**src/rtl/sarc_pkg.sv**
```systemverilog
package sarc_pkg;
   typedef enum logic [2:0] {
      SARC_SHDN  = 3'd0,
      SARC_TRACK = 3'd1,
      SARC_CONV  = 3'd2,
      SARC_SHIFT = 3'd3,
      SARC_IDLE  = 3'd4
   } sarc_state_e;
endpackage

```
**src/rtl/sarc_sync.sv**
```systemverilog
module sarc_sync #(
   parameter int  STAGES  = 2,
   parameter bit  RST_VAL = 1'b0
) (
   input  logic clk,
   input  logic rst_n,
   input  logic d,
   output logic q,
   output logic fall,
   output logic rise
);
   logic prev;

   generate
      if (STAGES == 0) begin : g_direct
         assign q = d;
      end else begin : g_chain
         logic [STAGES-1:0] chain;
         always_ff @(posedge clk or negedge rst_n) begin
            if (!rst_n) chain <= {STAGES{RST_VAL}};
            else        chain <= {chain[STAGES-2 >= 0 ? STAGES-2 : 0 : 0], d} & {STAGES{1'b1}};
         end
         assign q = chain[STAGES-1];
      end
   endgenerate

   always_ff @(posedge clk or negedge rst_n) begin
      if (!rst_n) prev <= RST_VAL;
      else        prev <= q;
   end

   assign fall = prev & ~q;
   assign rise = ~prev & q;
endmodule

```
**src/rtl/sarc_search.sv**
```systemverilog
module sarc_search #(
   parameter int CODE_W = 12
) (
   input  logic              clk,
   input  logic              rst_n,
   input  logic              start,
   input  logic              step,
   input  logic              cmp_hi,
   output logic [CODE_W-1:0] code,
   output logic              last
);
   localparam logic [CODE_W-1:0] MSB_ONE = {1'b1, {(CODE_W-1){1'b0}}};

   logic [CODE_W-1:0] ptr;

   always_ff @(posedge clk or negedge rst_n) begin
      if (!rst_n) begin
         code <= '0;
         ptr  <= '0;
      end else if (start) begin
         code <= MSB_ONE;
         ptr  <= MSB_ONE;
      end else if (step) begin
         code <= (cmp_hi ? code : (code & ~ptr)) | (ptr >> 1);
         ptr  <= ptr >> 1;
      end
   end

   assign last = ptr[0];
endmodule

```
**src/rtl/sarc_frame.sv**
```systemverilog
module sarc_frame #(
   parameter int CODE_W = 12,
   parameter int IDX_W  = 4
) (
   input  logic [IDX_W-1:0]  idx,
   input  logic              chan,
   input  logic [CODE_W-1:0] code,
   output logic              bit_out
);
   always_comb begin
      int k;
      k = CODE_W + 1 - int'(idx);
      if (idx == '0)                    bit_out = 1'b1;
      else if (idx == IDX_W'(1))        bit_out = chan;
      else if (k >= 0 && k < CODE_W)    bit_out = code[k];
      else                              bit_out = 1'b0;
   end
endmodule

```
**src/rtl/sar_serial_ctrl.sv**
```systemverilog
module sar_serial_ctrl
   import sarc_pkg::*;
#(
   parameter int DATA_BITS   = 10,
   parameter int EXTRA_BITS  = 2,
   parameter int SYNC_STAGES = 2,
   parameter int SAMPLE_FALL = 2
) (
   input  logic                            clk,
   input  logic                            rst_n,
   input  logic                            cs_n,
   input  logic                            sclk,
   input  logic                            osc_tick,
   input  logic                            cmp_hi,
   output logic [DATA_BITS+EXTRA_BITS-1:0] dac_code,
   output logic                            track_en,
   output logic                            osc_en,
   output logic                            ch_sel,
   output logic                            dout,
   output logic                            dout_oe
);
   localparam int CODE_W    = DATA_BITS + EXTRA_BITS;
   localparam int FRAME_LEN = CODE_W + 2;
   localparam int IDX_W     = $clog2(FRAME_LEN);
   localparam int FC_W      = $clog2(SAMPLE_FALL + 1);

   generate
      if (DATA_BITS < 2)     begin : g_bad_data  $error("DATA_BITS must be at least 2"); end
      if (EXTRA_BITS < 0)    begin : g_bad_extra $error("EXTRA_BITS must not be negative"); end
      if (SYNC_STAGES < 0)   begin : g_bad_sync  $error("SYNC_STAGES must not be negative"); end
      if (SAMPLE_FALL < 1)   begin : g_bad_samp  $error("SAMPLE_FALL must be at least 1"); end
   endgenerate

   logic cs_s, cs_fall, cs_rise;
   logic sclk_s, sclk_fall, sclk_rise;

   sarc_sync #(.STAGES(SYNC_STAGES), .RST_VAL(1'b1)) u_cs_sync (
      .clk(clk), .rst_n(rst_n), .d(cs_n),
      .q(cs_s), .fall(cs_fall), .rise(cs_rise)
   );

   sarc_sync #(.STAGES(SYNC_STAGES), .RST_VAL(1'b0)) u_sclk_sync (
      .clk(clk), .rst_n(rst_n), .d(sclk),
      .q(sclk_s), .fall(sclk_fall), .rise(sclk_rise)
   );

   sarc_state_e       state;
   logic              mode_int;
   logic [FC_W-1:0]   fall_cnt;
   logic [IDX_W-1:0]  bit_idx;
   logic [IDX_W-1:0]  nxt_idx;
   logic              dout_q;
   logic              ch_ptr;
   logic              ch_conv;

   logic              sar_start;
   logic              sar_step;
   logic              sar_last;
   logic              conv_done;
   logic              nxt_bit;
   logic [CODE_W-1:0] sar_code;

   assign sar_start = (state == SARC_TRACK) && !cs_s && sclk_fall &&
                      (mode_int || (fall_cnt == FC_W'(SAMPLE_FALL - 1)));
   assign sar_step  = (state == SARC_CONV) && !cs_s &&
                      (mode_int ? osc_tick : sclk_fall);
   assign conv_done = sar_step && sar_last;
   assign nxt_idx   = bit_idx + 1'b1;

   sarc_search #(.CODE_W(CODE_W)) u_search (
      .clk(clk), .rst_n(rst_n), .start(sar_start), .step(sar_step),
      .cmp_hi(cmp_hi), .code(sar_code), .last(sar_last)
   );

   sarc_frame #(.CODE_W(CODE_W), .IDX_W(IDX_W)) u_frame (
      .idx(nxt_idx), .chan(ch_conv), .code(sar_code), .bit_out(nxt_bit)
   );

   always_ff @(posedge clk or negedge rst_n) begin
      if (!rst_n) begin
         ch_ptr <= 1'b0;
      end else if (cs_rise) begin
         ch_ptr <= ~ch_ptr;
      end
   end

   always_ff @(posedge clk or negedge rst_n) begin
      if (!rst_n) begin
         state    <= SARC_SHDN;
         mode_int <= 1'b0;
         fall_cnt <= '0;
         bit_idx  <= '0;
         dout_q   <= 1'b0;
         ch_conv  <= 1'b0;
      end else if (cs_s) begin
         state    <= SARC_SHDN;
         dout_q   <= 1'b0;
      end else begin
         case (state)
            SARC_SHDN: begin
               if (cs_fall) begin
                  state    <= SARC_TRACK;
                  mode_int <= sclk_s;
                  fall_cnt <= '0;
                  dout_q   <= 1'b0;
                  ch_conv  <= ch_ptr;
               end
            end
            SARC_TRACK: begin
               if (sar_start)      state    <= SARC_CONV;
               else if (sclk_fall) fall_cnt <= fall_cnt + 1'b1;
            end
            SARC_CONV: begin
               if (conv_done) begin
                  state   <= SARC_SHIFT;
                  dout_q  <= 1'b1;
                  bit_idx <= '0;
               end
            end
            SARC_SHIFT: begin
               if (sclk_fall) begin
                  if (bit_idx == IDX_W'(FRAME_LEN - 1)) begin
                     state  <= SARC_IDLE;
                     dout_q <= 1'b0;
                  end else begin
                     bit_idx <= nxt_idx;
                     dout_q  <= nxt_bit;
                  end
               end
            end
            default: begin
               state <= SARC_IDLE;
            end
         endcase
      end
   end

   assign dac_code = sar_code;
   assign track_en = (state == SARC_TRACK);
   assign osc_en   = (state == SARC_CONV) && mode_int;
   assign ch_sel   = ch_ptr;
   assign dout     = dout_q;
   assign dout_oe  = (state == SARC_TRACK) || (state == SARC_CONV) ||
                     (state == SARC_SHIFT);
endmodule

```
**config.mk**
```make
export PLATFORM = sky130hd
export DESIGN_NAME = sar_serial_ctrl
export DESIGN_NICKNAME = d
export VERILOG_FILES = /design/src/rtl/sarc_pkg.sv /design/src/rtl/sarc_sync.sv /design/src/rtl/sarc_search.sv /design/src/rtl/sarc_frame.sv /design/src/rtl/sar_serial_ctrl.sv
export SDC_FILE = /design/constraint.sdc
export NUM_CORES = 1
export LEC_CHECK = 0
export BUFFER_PORTS_ARGS = -buffer_cell sky130_fd_sc_hd__buf_2
export CAP_MARGIN = 20
export CORE_UTILIZATION = 55
export CTS_BUF_LIST = sky130_fd_sc_hd__clkbuf_8
export CTS_CLUSTER_DIAMETER = 80
export DETAILED_ROUTE_END_ITERATION = 7
export PLACE_DENSITY = 0.76
export SLEW_MARGIN = 20
export SYNTH_ARGS = -nofsm -noshare
export SYNTH_HDL_FRONTEND = slang
export SYNTH_SLANG_ARGS = --single-unit
```
**constraint.sdc**
```tcl
create_clock -name clk -period 2.3 [get_ports clk]
set_input_delay 0.115 -clock clk [delete_from_list [all_inputs] [get_ports clk]]
set_output_delay 0.115 -clock clk [all_outputs]
set_load 0.01 [all_outputs]
```
==> results of run 1 <==
==> sequential cells by signal (all words and copies together), names as in the netlist <==
signal,cells
bit_idx,4
ch_conv,1
ch_sel,1
dout,1
fall_cnt,2
mode_int,1
state,3
u_cs_sync.g_chain.chain,2
u_cs_sync.prev,1
u_sclk_sync.g_chain.chain,2
u_sclk_sync.prev,1
u_search.code,12
u_search.ptr,12
==> critical path, cell delays in order, from the launching register on <==
cell	delay, ns
dfrtp_1	0.44
or3b_2	0.56
a211oi_4	0.55
nand2_1	0.12
a32o_1	0.27
==> path summary, 6_finish.rpt <==
| kind | from | endpoint | slack (ns) |
|---|---|---|---|
| min in group asynchronous | rst_n | bit_idx[1] | 0.48 |
| setup / recovery | mode_int | u_search.code[0] | 0.25 |
| setup reg to reg | mode_int | u_search.code[0] | 0.25 |
| max in group asynchronous | rst_n | ch_sel | 1.23 |
| hold reg to reg | u_sclk_sync.g_chain.chain[0] | u_sclk_sync.g_chain.chain[1] | 0.35 |
| hold / removal | cmp_hi | u_search.code[11] | 0.23 |
==> routing by layer <==
layer  track usage (%)  wire length [µm]  up-vias  share of wire (%)
met5                 0                 0        -                  0
met4              7.85                53        0                1.3
met3              6.52               216        6                5.2
met2              36.3              2010       53                 49
met1              34.1              1840      768                 45
li1                  -                 -      726                  -
==> cells by family after synthesis <==
| family | synth area share [%] |
|---|---|
| flops | 52.6 |
| fa+ha+maj | 3.05 |
| simple gates | 14.1 |
| buf+inv | 4.14 |
| compound gates | 18.1 |
| xor+xnor | 1.28 |
| mux | 6.82 |
==> stage by stage <==
stage	hold slack, ns	power [µW]	cells
6_report	0.234	2060	258
5_1_grt	0.278	2190	258
4_1_cts	0.234	2070	258
3_5_place_dp	0.221	1560	247
3_3_place_gp	0.220	1530	247
2_1_floorplan	-0.181	1390	182
==> power breakdown <==
part	total, µW	leakage (µW)	switching [µW]	internal [µW]
sequential	964	0.000545	102	862
clock	511	0.0000474	266	245
combinational	581	0.000502	317	264
==> cells in the final DEF (no fill, tap or decap), drive strengths merged, types with 2 or more instances in the layout <==
master       count
dfrtp           40
xnor2            2
clkbuf           6
nand3            4
nor2b            2
a22o             9
nand2           21
a31oi            2
a32o             9
inv              7
mux2             4
a21oi            3
a22oi            2
o211ai           2
a211oi           4
mux4             2
buf             29
o21ai           10
ha               5
dfstp            3
mux2i            5
dlygate4sd3      3
nor2            11
nor3             5
nand2b           3
==> cell type report <==
cell class / count / area (µm²)
Clock buffer: 6 / 82.6
Clock inverter: 2 / 16.3
Fill cell: 282 / 1120
Inverter: 7 / 26.3
Multi-Input combinational cell: 122 / 890
Sequential cell: 43 / 1080
Tap cell: 46 / 57.6
Timing Repair Buffer: 32 / 193
==> synth_stat cells (2+ instances only) <==
cell	number	area (µm²)
nand2_1	21	78.8
mux2i_1	5	50.1
a211oi_1	3	22.5
ha_1	5	62.6
nor2_1	11	41.3
buf_2	5	25.0
o21ai_0	10	50.1
nand2b_1	3	18.8
nor2b_1	2	12.5
xnor2_1	2	17.5
a22oi_1	2	15.0
dfrtp_1	40	1000
o211ai_1	2	15.0
nand3_1	4	20.0
a22o_1	9	78.8
mux2_2	4	45.0
a21oi_1	2	10.0
clkbuf_1	3	11.3
a32o_1	9	90.1
mux4_2	2	45.0
inv_1	7	26.3
dfstp_2	3	78.8
buf_6	2	22.5
a31oi_1	2	12.5
nor3_1	5	25.0
==> summary.md, run 1 <==
| Metric | Value |
|---|---|
| Final instance area | around 0.0023 mm² |
| Max-Cap Viols | 0 |
| Clock-pin transition on the worst setup and hold timing paths | about 0.08 ns |
| Sequential area share after synthesis | between 50% and 60% |
| Hold Path Class | in -> reg |
| Detail Route Antenna Nets | 0 |
| Initial antenna violation count | 0 |
| R2R cell count | 4 |
| F_max | between 400 and 500 MHz |
| Tcrit/Tclk final | 88.9% |
| Largest net degree at the start of global routing | between 40 and 50 |
| Clock sinks | 43 |
| CTS tree | yes |
| Port bufs | 22 |
| PD cells | 877 mW/mm² |
| Relative max-transition margin | 38.2% |
| Hpwl dp | 2870 µm |
| Post-CTS Resized | 0 |
| Maximum vdd drop | around 0.57 mV |
| Num CTS Buffers | 5 |
| Syn Nets | about 190 |
| Via count | 1553 |
| Yosys cell types | 44 |
| Worst-Margin Slew | about 0.93 ns |
| Synth-to-Final Area Change | 14.1% |
| Fin util | 67.6% |
| Yosys reg bits | 43 |
| Congestion Overflow GR | 0 |
| Post-Syn Area per Cell | roughly 11 µm² |
| Max FO, Critical Path | 12 |
| Post-CTS setup buffer count | 0 |
| Worst setup margin | between 0.2 and 0.3 ns |
| Mapped Area | 0.00205 mm² |
| N_diodes | 0 |
| Crit path capture type | register |
| Pre-CTS WS | between 0.2 and 0.3 ns |
| FP Rows | 21 |
| Root buffer cell | clkbuf_8 |
| Final setup viols | 0 |
| Core area | 0.00347 mm² |
| RSZ-0062 raised after global routing | false |
| Required arrival time at the worst endpoint | about 2.5 ns |
| Fin nets | between 200 and 250 |
| DRT Wirelength | about 4100 µm |
| Post-layout min period | 2.05 ns |
| All-Layer GR Usage | 24.2% |
| Hold Path Stages | 5 |
| Die Ht | roughly 63 µm |
| Post-cts hold buffer count | 3 |
| Gp weighted congestion | 0.879 |
| Leakage power | about 0.0011 µW |
| Die W | approximately 63 µm |
| H-tree levels | 2 |
| Clock latency on the worst-skew pair | 0.30 ns |
| Deepest clock path buffer count | 2 |
| Avg WL per Cell | between 15 and 20 µm |
| Iter 0 DRT Violations | 95 |
| Post-Synthesis Cells | between 150 and 200 |
| Setup tns final | 0 ns |
| Status | completed |
| Slew Limit Fails | 0 |
| Main synth FF type | dfrtp_1 |
| Yosys warning total | 0 |
| Number of global-route vias before repair | 1514 |
| Number of flops mapped to enable cells by yosys | 0 |
| Hold Violations, Final | 0 |
| First-pass DRT Iterations | 4 |
| First-pass GRT wire length | around 7400 µm |
| CP Class | reg -> reg |
| Die area | around 0.004 mm² |
| CP startpoint kind | register |
| Starting Density | between 50% and 60% |
| Layout cells sized above 1 | between 20% and 30% |
| Skew final | 0.00915 ns |
| Routed vias/inst | between 6 and 7 |
| I/O pin cnt | 23 |
| Post-synthesis async set-or-reset flop share | 100% |
| Post-DP Area | approximately 0.0022 mm² |
| DRC Markers | 0 |
| CP arrival | between 2 and 2.5 ns |
(Power assumes the default switching activity.)
==> inputs of run 2 (changes only) <==
--- a/config.mk
+++ b/config.mk
@@ -7,10 +7,12 @@
 export LEC_CHECK = 0
 export BUFFER_PORTS_ARGS = -buffer_cell sky130_fd_sc_hd__buf_2
 export CAP_MARGIN = 20
+export CORE_ASPECT_RATIO = 1.25
 export CORE_UTILIZATION = 55
 export CTS_BUF_LIST = sky130_fd_sc_hd__clkbuf_8
 export CTS_CLUSTER_DIAMETER = 80
 export DETAILED_ROUTE_END_ITERATION = 7
+export HOLD_SLACK_MARGIN = 0.06
 export PLACE_DENSITY = 0.76
 export SLEW_MARGIN = 20
 export SYNTH_ARGS = -nofsm -noshare
==> run 2 against run 1 <==
  * The flow now finishes with violations (DRC)
  * Sequential share of layout area grew 0.30 points
  * Routed wire length grew 5.1%
  * Worst setup slack lost 0.024 ns
  * Die area is essentially flat
  * Sequential cell count is the same
  * Clock power grew 3%
  * Combinational power is essentially flat
  * Non-clock buffer count shrank 1
  * Sequential power is essentially flat
  * Critical endpoint is now u_search.code[3]
  * Largest cell class unchanged
==> summary.md, run 2 (synthesis results as in run 1) <==
| Metric | Value |
|---|---|
| Status | finished, violations left (was completed) |
| Violated checks | DRC |
| All-Layer GR Usage | 24.5% (was 24.2%) |
| Hpwl dp | 3040 µm (was 2870 µm) |
| Post-layout min period | 2.07 ns (was 2.05 ns) |
| CP arrival | 2.25 ns (was 2.24 ns) |
| Most common cell after layout, fill and taps aside | dfrtp_1 (unchanged) |
| Slew Limit Fails | 0 (unchanged) |
| Combinational Power Share | 28.2% (was 28.3%) |
| Die Ht | 70.3 µm (was 63.1 µm) |
| Maximum vdd drop | 0.457 mV (was 0.567 mV) |
| CP startpoint kind | register (unchanged) |
| DRT Wirelength | 4340 µm (was 4130 µm) |
| Deepest clock path buffer count | 2 (unchanged) |
| Largest net degree at the start of global routing | 44 (unchanged) |
| Clock sinks | 43 (unchanged) |
| CTS tree | yes (unchanged) |
| F_max | 483 MHz (was 489 MHz) |
| Initial antenna violation count | 0 (unchanged) |
| Routed vias/inst | 6.10 (was 6.02) |
| Num CTS Buffers | 5 (unchanged) |
| Worst setup margin | 0.231 ns (was 0.255 ns) |
| Fin nets | 221 (was 222) |
| CP Class | reg -> reg (unchanged) |
| RSZ-0062 raised after global routing | false (unchanged) |
| Final cell count without fillers | 250 (was 258) |
| PD cells | 889 mW/mm² (was 877 mW/mm²) |
| Via count | 1525 (was 1553) |
| Root buffer cell | clkbuf_8 (unchanged) |
| Total power | 2070 µW (was 2060 µW) |
| Most frequent cells in the layout | dfrtp_1, buf_2, nand2_1, nor2_1, o21ai_0 (unchanged) |
| Starting Density | 58.0% (was 59.2%) |
| FP Rows | 24 (was 21) |
| First-pass DRT Iterations | 6 (was 4) |
| CP delay by family, top | compound AO/OA/AOI/OAI gates (unchanged) |
| Clock latency on the worst-skew pair | 0.30 ns (about the same) |
| Sequential share of power | 46.5% (was 46.9%) |
| Leakage power | 0.00110 µW (was 0.00109 µW) |
| Filler cell count | 285 (was 282) |
| Hold Violations, Final | 0 (unchanged) |
| Required arrival time at the worst endpoint | 2.48 ns (was 2.49 ns) |
| I/O pin cnt | 23 (unchanged) |
| NetSw | 676 µW (was 684 µW) |
| Congestion Overflow GR | 0 (unchanged) |
| Max incr delay on CP | 0.56 ns (about the same) |
| Die area | 0.00399 mm² (was 0.00398 mm²) |
| Crit path capture type | register (unchanged) |
| Pre-CTS WS | 0.259 ns (was 0.258 ns) |
| N_diodes | 0 (unchanged) |
| Regs by FF count | u_search.code (12), u_search.ptr (12), bit_idx (4) (unchanged) |
| Final setup viols | 0 (unchanged) |
| Die W | 56.7 µm (was 63.1 µm) |
| Core area | 0.00354 mm² (was 0.00347 mm²) |
| Synth-to-Final Area Change | 13.4% (was 14.1%) |
| Clk pwr share | 25.3% (was 24.8%) |
| Skew final | 0.00604 ns (was 0.00915 ns) |
| Gp weighted congestion | 0.870 (was 0.879) |
| Max-Cap Viols | 0 (unchanged) |
| Buf/Inv on CP | 0 (unchanged) |
| First-pass GRT wire length | 7330 µm (was 7400 µm) |
| Sw Ratio | 32.7% (was 33.3%) |
| Max FO, Critical Path | 12 (unchanged) |
| Slowest CP cell | or3b_2 (unchanged) |
| Layout cells sized above 1 | 23.2% (was 24.1%) |
| Worst-Margin Slew | 0.924 ns (was 0.927 ns) |
| H-tree levels | 2 (unchanged) |
| Fin util | 65.7% (was 67.6%) |
| Pint | 1400 µW (was 1370 µW) |
| Detail Route Antenna Nets | 0 (unchanged) |
| Placed cells | 239 (was 247) |
| Hold Path Class | in -> reg (unchanged) |
| Setup tns final | 0 ns (unchanged) |
| Post-CTS Resized | 0 (unchanged) |
| Tcrit/Tclk final | 90.0% (was 88.9%) |
| Iter 0 DRT Violations | 82 (was 95) |
| Avg WL per Cell | 17.3 µm (was 16.0 µm) |
| Clock-pin transition on the worst setup and hold timing paths | 0.08 ns (about the same) |
| CP Cell Sequence | or3b_2 -> a211oi_4 -> nand2_1 -> a32o_1 (unchanged) |
| DRC Markers | 2 (was 0) |
| Port bufs | 22 (unchanged) |
| Relative max-transition margin | 38.4% (was 38.2%) |
| Number of global-route vias before repair | 1559 (was 1514) |
run 2: cell types whose count changed in the layout (fill, tap and decap cells not counted), sizes merged:
cell	before	now
clkbuf	6	7
inv	7	8
buf	29	28
clkinv	1	0
clkinvlp	1	0
run 2: power groups by stage:
stage | clock network (µW) | registers, µW | logic, µW
after floorplan | 0 | 960 | 430
after global placement | 0 | 967 | 560
after detailed placement | 0 | 976 | 578
after CTS | 529 | 963 | 588
after global routing | 549 | 980 | 658
final | 524 | 964 | 584
run 2: timing repair:
action,CTS,global route
hold buffers,3,0
buffers inserted,0,0
endpoints found under the hold margin,42,0
run 2: area by class of cell:
cell class	instances	area (µm²)	share of cell area, %
Sequential cell	43	1080	46.3
Multi-Input combinational cell	122	890	38.2
Timing Repair Buffer	31	185	7.95
Clock buffer	7	96.3	4.14
Tap cell	39	48.8	2.09
Inverter	7	26.3	1.13
Clock inverter	1	3.75	0.161
run 2: per-layer routing:
metal	global-route usage (%)	part of all wire (%)
met4	9.72	1.5
met1	29.1	42
met2	42.9	53
met5	0	0
met3	5.00	4.0
run 2: final timing paths:
path	from	cells past startpoint	to	slack, ns
hold reg to reg	u_sclk_sync.g_chain.chain[0]	0	u_sclk_sync.g_chain.chain[1]	0.35
max in group asynchronous	rst_n	2	u_search.code[1]	1.23
min in group asynchronous	rst_n	2	ch_conv	0.49
hold / removal	cmp_hi	5	u_search.code[11]	0.22
setup / recovery	mode_int	4	u_search.code[3]	0.23
setup reg to reg	mode_int	4	u_search.code[3]	0.23
run 2: worst min-delay path, delay by kind of cell:
family / cells / cell delay [ns]
and+or+nand+nor: 3 / 0.19
buffers and inverters: 1 / 0.11
AOI/OAI and AO/OA: 1 / 0.08
run 2: through the flow:
| stage | hold slack [ns] | cell area, µm² |
|---|---|---|
| after global routing | 0.258 | 2330 |
| after floorplan | -0.181 | 2050 |
| final | 0.221 | 2330 |
| after global placement | 0.219 | 2200 |
| after detailed placement | 0.222 | 2200 |
| after CTS | 0.216 | 2330 |
